`src/rtl/dbgr_pkg.sv`:
```
package dbgr_pkg;

   localparam int unsigned RSP_W = 17;

   localparam logic [RSP_W-1:0] RSP_NOT_READY = 17'h1_0000;
   localparam logic [RSP_W-1:0] RSP_ILLEGAL   = 17'h1_FFFF;
   localparam logic [RSP_W-1:0] RSP_BUS_ERR   = 17'h1_0001;
   localparam logic [RSP_W-1:0] RSP_DONE      = 17'h0_FFFF;

   localparam logic [3:0] OPC_MEM_RD = 4'h1;
   localparam logic [3:0] OPC_REG_RD = 4'h2;

   localparam logic [1:0] SZ_BYTE = 2'd0;
   localparam logic [1:0] SZ_WORD = 2'd1;
   localparam logic [1:0] SZ_LONG = 2'd2;

   typedef enum logic [1:0] {
      K_NOP,
      K_REG,
      K_MEM,
      K_ILL
   } cmd_kind_e;

   typedef enum logic [2:0] {
      ST_CMD,
      ST_SKIP,
      ST_AHI,
      ST_ALO,
      ST_WAIT
   } seq_state_e;

endpackage

```
`src/rtl/dbgr_decode.sv`:
```
module dbgr_decode
   import dbgr_pkg::*;
#(
   parameter int unsigned WORD_W = 16,
   parameter int unsigned SEL_W  = 4
) (
   input  logic [WORD_W-1:0] word,
   output cmd_kind_e         kind,
   output logic [SEL_W-1:0]  sel,
   output logic [1:0]        size
);

   localparam int unsigned OPC_LSB = WORD_W - 4;

   initial begin
      if (WORD_W != 16) $error("dbgr_decode: command layout needs WORD_W of 16");
      if (SEL_W != 4)   $error("dbgr_decode: register select must be 4 bits");
   end

   logic [3:0] opc;
   logic       reg_mid_zero;
   logic       mem_pad_zero;

   assign opc          = word[WORD_W-1:OPC_LSB];
   assign reg_mid_zero = (word[OPC_LSB-1:SEL_W] == '0);
   assign mem_pad_zero = (word[OPC_LSB-1:6] == '0) && (word[3:0] == '0);
   assign sel          = word[SEL_W-1:0];
   assign size         = word[5:4];

   always_comb begin
      kind = K_ILL;
      if (word == '0)
         kind = K_NOP;
      else if (opc == OPC_REG_RD && reg_mid_zero)
         kind = K_REG;
      else if (opc == OPC_MEM_RD && mem_pad_zero && size != 2'b11)
         kind = K_MEM;
   end

endmodule

```
`src/rtl/dbgr_mem_port.sv`:
```
module dbgr_mem_port #(
   parameter int unsigned WORD_W = 16,
   parameter int unsigned ADDR_W = 32
) (
   input  logic              clk,
   input  logic              rst_n,
   input  logic [WORD_W-1:0] word,
   input  logic              size_we,
   input  logic [1:0]        size_in,
   input  logic              hi_we,
   input  logic              lo_we,
   input  logic              mem_ack,
   output logic              mem_req,
   output logic [ADDR_W-1:0] mem_addr,
   output logic [1:0]        mem_size
);

   localparam int unsigned HI_W = ADDR_W - WORD_W;

   initial begin
      if (ADDR_W <= WORD_W || ADDR_W > 2 * WORD_W)
         $error("dbgr_mem_port: ADDR_W must lie above one word and at most two");
   end

   logic [HI_W-1:0]   hi_q;
   logic [WORD_W-1:0] lo_q;
   logic [1:0]        size_q;
   logic              req_q;

   always_ff @(posedge clk) begin
      if (!rst_n) begin
         hi_q   <= '0;
         lo_q   <= '0;
         size_q <= '0;
         req_q  <= 1'b0;
      end else begin
         if (size_we && !req_q) size_q <= size_in;
         if (hi_we && !req_q)   hi_q   <= word[HI_W-1:0];
         if (lo_we && !req_q) begin
            lo_q  <= word;
            req_q <= 1'b1;
         end else if (req_q && mem_ack) begin
            req_q <= 1'b0;
         end
      end
   end

   assign mem_req  = req_q;
   assign mem_addr = {hi_q, lo_q};
   assign mem_size = size_q;

   // request held with a stable address and size until acknowledged
   assert_req_hold_R11: assert property (@(posedge clk) disable iff (!rst_n)
      (mem_req && !mem_ack) |=> (mem_req && $stable(mem_addr) && $stable(mem_size)));

   // a request only starts right after the low-address transfer
   assert_req_start_R5: assert property (@(posedge clk) disable iff (!rst_n)
      $rose(mem_req) |-> $past(lo_we));

endmodule

```
`src/rtl/dbgr_rsp_fmt.sv`:
```
module dbgr_rsp_fmt
   import dbgr_pkg::*;
#(
   parameter int unsigned WORD_W         = 16,
   parameter bit          BYTE_ZERO_FILL = 1'b1
) (
   input  logic [2*WORD_W-1:0] rdata,
   input  logic [1:0]          size,
   output logic [WORD_W-1:0]   first,
   output logic [WORD_W-1:0]   second,
   output logic                two_words
);

   localparam int unsigned BYTE_W = 8;

   logic [WORD_W-BYTE_W-1:0] upper_fill;

   generate
      if (BYTE_ZERO_FILL) begin : g_zero_fill
         assign upper_fill = '0;
      end else begin : g_raw_fill
         assign upper_fill = rdata[WORD_W-1:BYTE_W];
      end
   endgenerate

   always_comb begin
      two_words = 1'b0;
      second    = rdata[WORD_W-1:0];
      unique case (size)
         SZ_LONG: begin
            first     = rdata[2*WORD_W-1:WORD_W];
            two_words = 1'b1;
         end
         SZ_WORD: first = rdata[WORD_W-1:0];
         default: first = {upper_fill, rdata[BYTE_W-1:0]};
      endcase
   end

endmodule

```
`src/rtl/dbgr_seq.sv`:
```
module dbgr_seq
   import dbgr_pkg::*;
#(
   parameter int unsigned WORD_W = 16
) (
   input  logic                clk,
   input  logic                rst_n,
   input  logic                halted,
   input  logic                xfer_go,
   input  cmd_kind_e           kind,
   input  logic [2*WORD_W-1:0] reg_rdata,
   input  logic                mem_ack,
   input  logic                mem_err,
   input  logic [WORD_W-1:0]   res_first,
   input  logic [WORD_W-1:0]   res_second,
   input  logic                res_two,
   output logic                size_we,
   output logic                hi_we,
   output logic                lo_we,
   output logic [RSP_W-1:0]    rsp
);

   initial begin
      if (WORD_W + 1 != RSP_W) $error("dbgr_seq: response must be one word plus status");
   end

   seq_state_e          st_q;
   logic [RSP_W-1:0]    rsp_q;
   logic [WORD_W-1:0]   lo_q;

   assign size_we = xfer_go && (st_q == ST_CMD) && (kind == K_MEM);
   assign hi_we   = xfer_go && (st_q == ST_AHI);
   assign lo_we   = xfer_go && (st_q == ST_ALO);
   assign rsp     = rsp_q;

   always_ff @(posedge clk) begin
      if (!rst_n) begin
         st_q  <= ST_CMD;
         rsp_q <= RSP_NOT_READY;
         lo_q  <= '0;
      end else if (st_q == ST_WAIT && mem_ack) begin
         if (mem_err) begin
            rsp_q <= RSP_BUS_ERR;
            st_q  <= ST_CMD;
         end else begin
            rsp_q <= {1'b0, res_first};
            lo_q  <= res_second;
            st_q  <= res_two ? ST_SKIP : ST_CMD;
         end
      end else if (xfer_go) begin
         unique case (st_q)
            ST_CMD: begin
               unique case (kind)
                  K_NOP: rsp_q <= RSP_DONE;
                  K_REG: begin
                     if (halted) begin
                        rsp_q <= {1'b0, reg_rdata[2*WORD_W-1:WORD_W]};
                        lo_q  <= reg_rdata[WORD_W-1:0];
                        st_q  <= ST_SKIP;
                     end else begin
                        rsp_q <= RSP_BUS_ERR;
                     end
                  end
                  K_MEM: begin
                     rsp_q <= RSP_NOT_READY;
                     st_q  <= ST_AHI;
                  end
                  default: rsp_q <= RSP_ILLEGAL;
               endcase
            end
            ST_SKIP: begin
               rsp_q <= {1'b0, lo_q};
               st_q  <= ST_CMD;
            end
            ST_AHI: begin
               rsp_q <= RSP_NOT_READY;
               st_q  <= ST_ALO;
            end
            ST_ALO: begin
               rsp_q <= RSP_NOT_READY;
               st_q  <= ST_WAIT;
            end
            default: ;
         endcase
      end
   end

   logic seen_go_q;
   always_ff @(posedge clk) begin
      if (!rst_n) seen_go_q <= 1'b0;
      else if (xfer_go) seen_go_q <= 1'b1;
   end

   // status set only with one of the three reserved codes
   assert_status_code_R1: assert property (@(posedge clk) disable iff (!rst_n)
      rsp[WORD_W] |-> (rsp[WORD_W-1:0] == 16'h0000 || rsp[WORD_W-1:0] == 16'hFFFF
                       || rsp[WORD_W-1:0] == 16'h0001));

   // until the first transfer the response is not-ready
   assert_first_not_ready_R2: assert property (@(posedge clk) disable iff (!rst_n)
      !seen_go_q |-> (rsp == RSP_NOT_READY));

   // register read on a running core answers with a bus error
   assert_run_berr_R4: assert property (@(posedge clk) disable iff (!rst_n)
      (xfer_go && st_q == ST_CMD && kind == K_REG && !halted) |=> (rsp == RSP_BUS_ERR));

   // while waiting for memory the response stays not-ready
   assert_wait_not_ready_R6: assert property (@(posedge clk) disable iff (!rst_n)
      (st_q == ST_WAIT) |-> (rsp == RSP_NOT_READY));

endmodule

```
`src/rtl/dbgr_responder.sv`:
```
module dbgr_responder
   import dbgr_pkg::*;
#(
   parameter int unsigned WORD_W         = 16,
   parameter int unsigned ADDR_W         = 32,
   parameter int unsigned SEL_W          = 4,
   parameter bit          BYTE_ZERO_FILL = 1'b1
) (
   input  logic                clk,
   input  logic                rst_n,
   input  logic                halted,
   input  logic                xfer_go,
   input  logic [WORD_W-1:0]   xfer_cmd,
   output logic [WORD_W:0]     rsp_word,
   output logic [SEL_W-1:0]    reg_sel,
   input  logic [2*WORD_W-1:0] reg_rdata,
   output logic                mem_req,
   output logic [ADDR_W-1:0]   mem_addr,
   output logic [1:0]          mem_size,
   input  logic [2*WORD_W-1:0] mem_rdata,
   input  logic                mem_ack,
   input  logic                mem_err
);

   cmd_kind_e         kind;
   logic [1:0]        dec_size;
   logic [WORD_W-1:0] res_first;
   logic [WORD_W-1:0] res_second;
   logic              res_two;
   logic              size_we;
   logic              hi_we;
   logic              lo_we;

   dbgr_decode #(.WORD_W(WORD_W), .SEL_W(SEL_W)) u_decode (
      .word (xfer_cmd),
      .kind (kind),
      .sel  (reg_sel),
      .size (dec_size)
   );

   dbgr_mem_port #(.WORD_W(WORD_W), .ADDR_W(ADDR_W)) u_mem_port (
      .clk      (clk),
      .rst_n    (rst_n),
      .word     (xfer_cmd),
      .size_we  (size_we),
      .size_in  (dec_size),
      .hi_we    (hi_we),
      .lo_we    (lo_we),
      .mem_ack  (mem_ack),
      .mem_req  (mem_req),
      .mem_addr (mem_addr),
      .mem_size (mem_size)
   );

   dbgr_rsp_fmt #(.WORD_W(WORD_W), .BYTE_ZERO_FILL(BYTE_ZERO_FILL)) u_rsp_fmt (
      .rdata     (mem_rdata),
      .size      (mem_size),
      .first     (res_first),
      .second    (res_second),
      .two_words (res_two)
   );

   dbgr_seq #(.WORD_W(WORD_W)) u_seq (
      .clk        (clk),
      .rst_n      (rst_n),
      .halted     (halted),
      .xfer_go    (xfer_go),
      .kind       (kind),
      .reg_rdata  (reg_rdata),
      .mem_ack    (mem_ack),
      .mem_err    (mem_err),
      .res_first  (res_first),
      .res_second (res_second),
      .res_two    (res_two),
      .size_we    (size_we),
      .hi_we      (hi_we),
      .lo_we      (lo_we),
      .rsp        (rsp_word)
   );

endmodule

```
`config.mk`:
```
export PLATFORM = sky130hd
export DESIGN_NAME = dbgr_responder
export DESIGN_NICKNAME = d
export VERILOG_FILES = /design/src/rtl/dbgr_pkg.sv /design/src/rtl/dbgr_decode.sv /design/src/rtl/dbgr_mem_port.sv /design/src/rtl/dbgr_rsp_fmt.sv /design/src/rtl/dbgr_seq.sv /design/src/rtl/dbgr_responder.sv
export SDC_FILE = /design/constraint.sdc
export NUM_CORES = 1
export LEC_CHECK = 0
export ABC_AREA = 1
export ABC_CLOCK_PERIOD_IN_PS = 4100
export BUFFER_PORTS_ARGS = -buffer_cell sky130_fd_sc_hd__clkbuf_2
export CORE_MARGIN = 1.5
export CORE_UTILIZATION = 35
export DETAILED_ROUTE_END_ITERATION = 6
export GPL_ROUTABILITY_DRIVEN = 0
export PLACE_DENSITY = 0.7
export SYNTH_ARGS = -nofsm -noshare
export SYNTH_HDL_FRONTEND = slang
export SYNTH_HIERARCHICAL = 1
export SYNTH_SLANG_ARGS = --single-unit
```
`constraint.sdc`:
```
create_clock -name clk -period 4.1 [get_ports clk]
set_input_delay 0.615 -clock clk [delete_from_list [all_inputs] [get_ports clk]]
set_output_delay 0.615 -clock clk [all_outputs]
set_load 0.02 [all_outputs]
```
==> impl_metrics.yaml, run 1 <==
timing:
  fin_skew_ps: 6.10
  setup-tns-final_ps: 0
  tightestPinTransition_ps: 967
  max_freq_mhz: 414
  slew_headroom_pct: 35.5
  hold_slack_ps: 481
  finalHoldViolations: 0
  period_needed_ps: 2420
  final-setup-viol-count: 0
  slew_violations: 0
  finalCritPeriodShare_pct: 58.9
  rsz0062_at_grt: "no"
clock_network:
  clk_pin_slew_ps: 60
  cts_tree: "yes"
  postCtsSetupRepairBufs: 0
  cts.sinks: 71
  cts_max_level: 3
  cts_hold_buf: 0
  clk_path_buf_depth: 2
  numCtsBuffers: 9
  clk_latency_ps: 330
  cts-resized-gates: 0
  root_buffer: "clkbuf_16"
global_route:
  antenna_found_initial: 0
  grt_usage_pct: 18.2
  grt.overflow.total: 0
  grt_max_degree: 49
  grt_pass1_vias: 3935
  grt_pass1_wl_mm: 18.9
final_layout:
  final_cell_mix: "nand2_1, clkbuf_2, nor2_1"
  design_area_mm2: 0.00520
  fin_cells: 988
  n_antenna_cell: 0
  drive_gt1_share_pct: 23.3
  areaGrowthSynthToFinish_pct: 19.0
  final_common_cell: "nand2_1"
  nets: 903
  nFillCells: 1370
drt:
  vias: 4509
  drtIter0Drc: 305
  routed_wl_mm: 11.9
  dr.pass1.iters: 5
  drc: 0
  ant_nets: 0
  via_per_inst: 4.56
  wire_per_inst_um: 12.0
setup_path:
  r2r-end: "u_seq/lo_q[2]"
  critPathMaxStageDelay_ps: 510
  r2r-start: "u_seq/st_q[1]"
  cp_slowest_cell: "nand2_1"
  crit_required_ps: 4320
  cp_max_fo: 32
  crit_chain: "clkbuf_2 -> nor2_1 -> nand2_1 -> nor2_2 -> o21ai_0 -> inv_1 -> nand2_1 -> nor2_1 -> a21oi_2 -> buf_4 -> nand2_1 -> nand2_1 -> nor2_1"
  worstRegToRegCells: 8
  path_class: "input port to flop"
  ff2ff_setup_slack_ps: 1950
  path_common_cell: "nand2_1"
  end_kind: "flop"
  start_kind: "input port"
  arrival_ps: 2630
floorplan:
  num_io_pins: 142
  die_h_um: 115
  die_w_um: 115
  design.core.area_mm2: 0.0121
  row_count: 40
  start_util_pct: 36.0
  fp.dieArea_mm2: 0.0132
placed_design:
  hpwl_mm: 8.74
  place_area_mm2: 0.00488
  io_buffers: 141
  placedCellCount: 972
run:
  drv_cap: 0
synthesis:
  synth-edff-count: 0
  synth_nets: 808
  ys_ff_latch: 71
  ys.flop_type: "dfxtp_1"
  synth-async-reset-ratio_pct: 0
  seq_area_frac_synth_pct: 32.6
  ys_types: 25
  syn_area_mm2: 0.00437
  syn-mean-instance-area_um2: 6.06
  syn_inst: 720
  yosys_warnings: 6
pwr:
  ir_drop_v: 0.000174
  leakagePower_nw: 2.82
  p_per_area_mw_per_mm2: 328
hold_path:
  hold_depth: 2
  hold_start: "u_mem_port/lo_q[5]"
  worstHoldEndpoint: "u_mem_port/lo_q[5]"
  hp-class: "flop to flop"
outcome:
  outcome: "finished, final reports clean"
## area by class of cell
class	instances	area, µm²	area share, %
Clock buffer	11	233	4.48
Clock inverter	5	82.6	1.59
Tap cell	168	210	4.05
Sequential cell	71	1420	27.4
Inverter	77	292	5.61
Timing Repair Buffer	145	736	14.2
Multi-Input combinational cell	511	2220	42.8
## cell families (layout without fill, tap and decap cells)
logic type,after synthesis,count (layout),synth area share [%]
and+or+nand+nor,431,431,41.2
adders and majority gates,2,2,0.573
buffers and inverters,138,238,16.5
AOI/OAI and AO/OA,78,78,9.09
DFF,71,71,32.6
## worst max-delay path by stage
| stage | cells after the start | slack (ps) | endpoint | start |
|---|---|---|---|---|
| CTS | 13 | 1690 | u_seq/lo_q[7] | xfer_cmd[3] |
| floorplan | 13 | 2180 | u_seq/lo_q[11] | xfer_cmd[15] |
| global route | 13 | 1490 | u_seq/lo_q[6] | xfer_cmd[0] |
| global placement | 13 | 1400 | u_seq/lo_q[2] | xfer_cmd[3] |
| detailed placement | 13 | 1350 | u_seq/lo_q[2] | xfer_cmd[3] |
| finish | 13 | 1680 | u_seq/lo_q[2] | xfer_cmd[3] |
## synth_stat cells, types with 4 or more instances
library cell | instances | area [µm²]
o21ai_1 | 4 | 20.0
buf_2 | 13 | 65.1
buf_4 | 35 | 263
nand3_1 | 61 | 305
nor2_2 | 16 | 100
inv_1 | 73 | 274
nand3_2 | 4 | 40.0
buf_6 | 7 | 78.8
dfxtp_1 | 71 | 1420
a21oi_1 | 33 | 165
nand2_1 | 230 | 863
nor2_1 | 111 | 417
clkbuf_1 | 5 | 18.8
o21ai_0 | 39 | 195
## stage by stage
step                setup slack, ps  util, %  total power (W)
floorplan                      2180        -         0.000831
global placement               1400     40.3         0.000894
detailed placement             1350     40.3         0.000894
CTS                            1690     42.9          0.00172
global route                   1490     42.9          0.00177
finish                         1680     42.9          0.00170
## per-layer routing
layer  vias up  track usage (%)  wire (µm)
met2       120             30.4       5580
met3        21             4.13        653
met5         -                0          0
met1      1987             23.3       5380
met4         0             5.67        252
li1       2381                -          -
## power by group
group          internal (W)  leakage [nW]  switching, W
Clock              0.000534         0.154      0.000290
Sequential         0.000703         0.577    0.00000731
Combinational     0.0000646          2.09      0.000104
## worst max-delay path, delay by kind of cell
kind	cells	cell delay, ps
AND/OR/NAND/NOR	8	1040
buffers and inverters	3	510
AO/OA/AOI/OAI	2	460
## registers in the layout (all words and copies together), names as in the netlist
name / count
u_mem_port/hi_q: 16
u_mem_port/lo_q: 16
u_mem_port/mem_req: 1
u_mem_port/mem_size: 2
u_seq/lo_q: 16
u_seq/rsp: 17
u_seq/st_q: 3
Power figures use the tool's default switching activity.
==> run 2: changes to the inputs <==
ABC_CLOCK_PERIOD_IN_PS = 2350   (was 4100)
clock period = 2.35 ns   (was 4.1 ns; I/O delays follow)
==> impl_metrics.yaml, run 2 (same netlist as run 1, synthesis figures left out) <==
drt:
  ant_nets: 0
  vias: 4544
  routed_wl_mm: 12.1
  drc: 0
  dr.pass1.iters: 5
  via_per_inst: 4.57
  drtIter0Drc: 386
  wire_per_inst_um: 12.2
setup_path:
  cp_slowest_cell: "ha_1"
  end_kind: "flop"
  ff2ff_setup_slack_ps: 420
  crit_required_ps: 2610
  r2r-start: "u_mem_port/mem_size[0]"
  worstRegToRegCells: 9
  critPathMaxStageDelay_ps: 420
  arrival_ps: 2180
  r2r-end: "u_seq/rsp[8]"
  crit_chain: "inv_1 -> ha_1 -> inv_2 -> nand3_1 -> nand2_1 -> nand2_1 -> o21ai_0 -> inv_1 -> a21oi_1"
  worst_path_dominant_cell_family: "buffers and inverters"
  path_class: "flop to flop"
  start_kind: "flop"
  cp_max_fo: 24
  crit_buf_inv: 3
timing:
  rsz0062_at_grt: "no"
  postLayoutSetupSlackWorst_ps: 424
  slew_violations: 0
  final-setup-viol-count: 0
  tightestPinTransition_ps: 780
  max_freq_mhz: 519
  finalHoldViolations: 0
  setup-tns-final_ps: 0
  slew_headroom_pct: 47.9
  finalCritPeriodShare_pct: 82.0
  period_needed_ps: 1930
  hold_slack_ps: 328
  fin_skew_ps: 6.82
global_route:
  grt.overflow.total: 0
  grt_pass1_vias: 4242
  grt_pass1_wl_mm: 19.6
  antenna_found_initial: 0
  grt_usage_pct: 18.6
  grt_max_degree: 57
floorplan:
  start_util_pct: 36.0
  die_h_um: 115
  die_w_um: 115
  design.core.area_mm2: 0.0121
  num_io_pins: 142
  row_count: 40
  fp.dieArea_mm2: 0.0132
hold_path:
  hold_start: "mem_ack"
  hp-class: "input port to flop"
  worstHoldEndpoint: "u_mem_port/mem_req"
  hold_depth: 4
clock_network:
  cts-resized-gates: 0
  cts_max_level: 3
  clk_path_buf_depth: 2
  clk_pin_slew_ps: 60
  root_buffer: "clkbuf_16"
  clk_latency_ps: 330
  numCtsBuffers: 9
  cts_hold_buf: 0
  cts.sinks: 71
  cts_tree: "yes"
  postCtsSetupRepairBufs: 0
final_layout:
  drive_gt1_share_pct: 24.0
  fin_cells: 994
  n_antenna_cell: 0
  largest_reg_flops: 17
  final_cell_mix: "nand2_1, clkbuf_2, nor2_1"
  final_common_cell: "nand2_1"
  nets: 909
  areaGrowthSynthToFinish_pct: 21.4
placed_design:
  hpwl_mm: 8.83
  io_buffers: 141
  placedCellCount: 978
  place_ws_ps: 382
pwr:
  leakagePower_nw: 2.87
  ir_drop_v: 0.000376
  p_per_area_mw_per_mm2: 587
  fin_total_pwr_w: 0.00311
outcome:
  outcome: "finished, final reports clean"
run:
  drv_cap: 0
[run 2: worst max path at each step]
stage,start,end,slack (ps),cells past startpoint
after floorplan,u_mem_port/mem_size[0],u_seq/rsp[8],670,10
after global placement,xfer_cmd[13],u_mem_port/mem_size[0],390,11
after detailed placement,xfer_cmd[13],u_mem_port/mem_size[0],380,11
after CTS,u_mem_port/mem_size[0],u_seq/rsp[8],460,9
after global routing,u_mem_port/mem_size[0],u_seq/rsp[8],250,9
final,u_mem_port/mem_size[0],u_seq/rsp[8],420,9
[run 2: cell type report]
| type | instances | area (µm²) |
|---|---|---|
| Fill cell | 1367 | 6810 |
| Tap cell | 168 | 210 |
| Inverter | 77 | 292 |
| Sequential cell | 71 | 1420 |
| Timing Repair Buffer | 151 | 806 |
| Clock buffer | 11 | 243 |
| Clock inverter | 5 | 105 |
| Multi-Input combinational cell | 511 | 2220 |
[run 2: per-layer routing]
layer  global-route usage, %  up-vias  wire (µm)
met3                    2.96       17        533
met4                    7.17        0        232
met2                    31.5      100       5910
met1                    23.8     2040       5430
li1                        -     2387          -
met5                       0        -          0
[run 2: worst reg2reg max path: stages (launching register included)]
cell,delay (ps)
dfxtp_1,380
inv_1,70
ha_1,420
inv_2,350
nand3_1,120
nand2_1,90
nand2_1,80
o21ai_0,170
inv_1,60
a21oi_1,130
[run 2: report_power, final]
group / internal, W / switching, W
Sequential: 0.00123 / 0.0000138
Combinational: 0.000115 / 0.000180
Clock: 0.00107 / 0.000509
Total: 0.00241 / 0.000702
[run 2: per-stage QoR]
step | util (%) | cell area (µm²)
finish | 43.8 | 5300
global placement | 40.9 | 4950
CTS | 43.8 | 5300
floorplan | - | 4370
global route | 43.8 | 5300
detailed placement | 40.9 | 4950
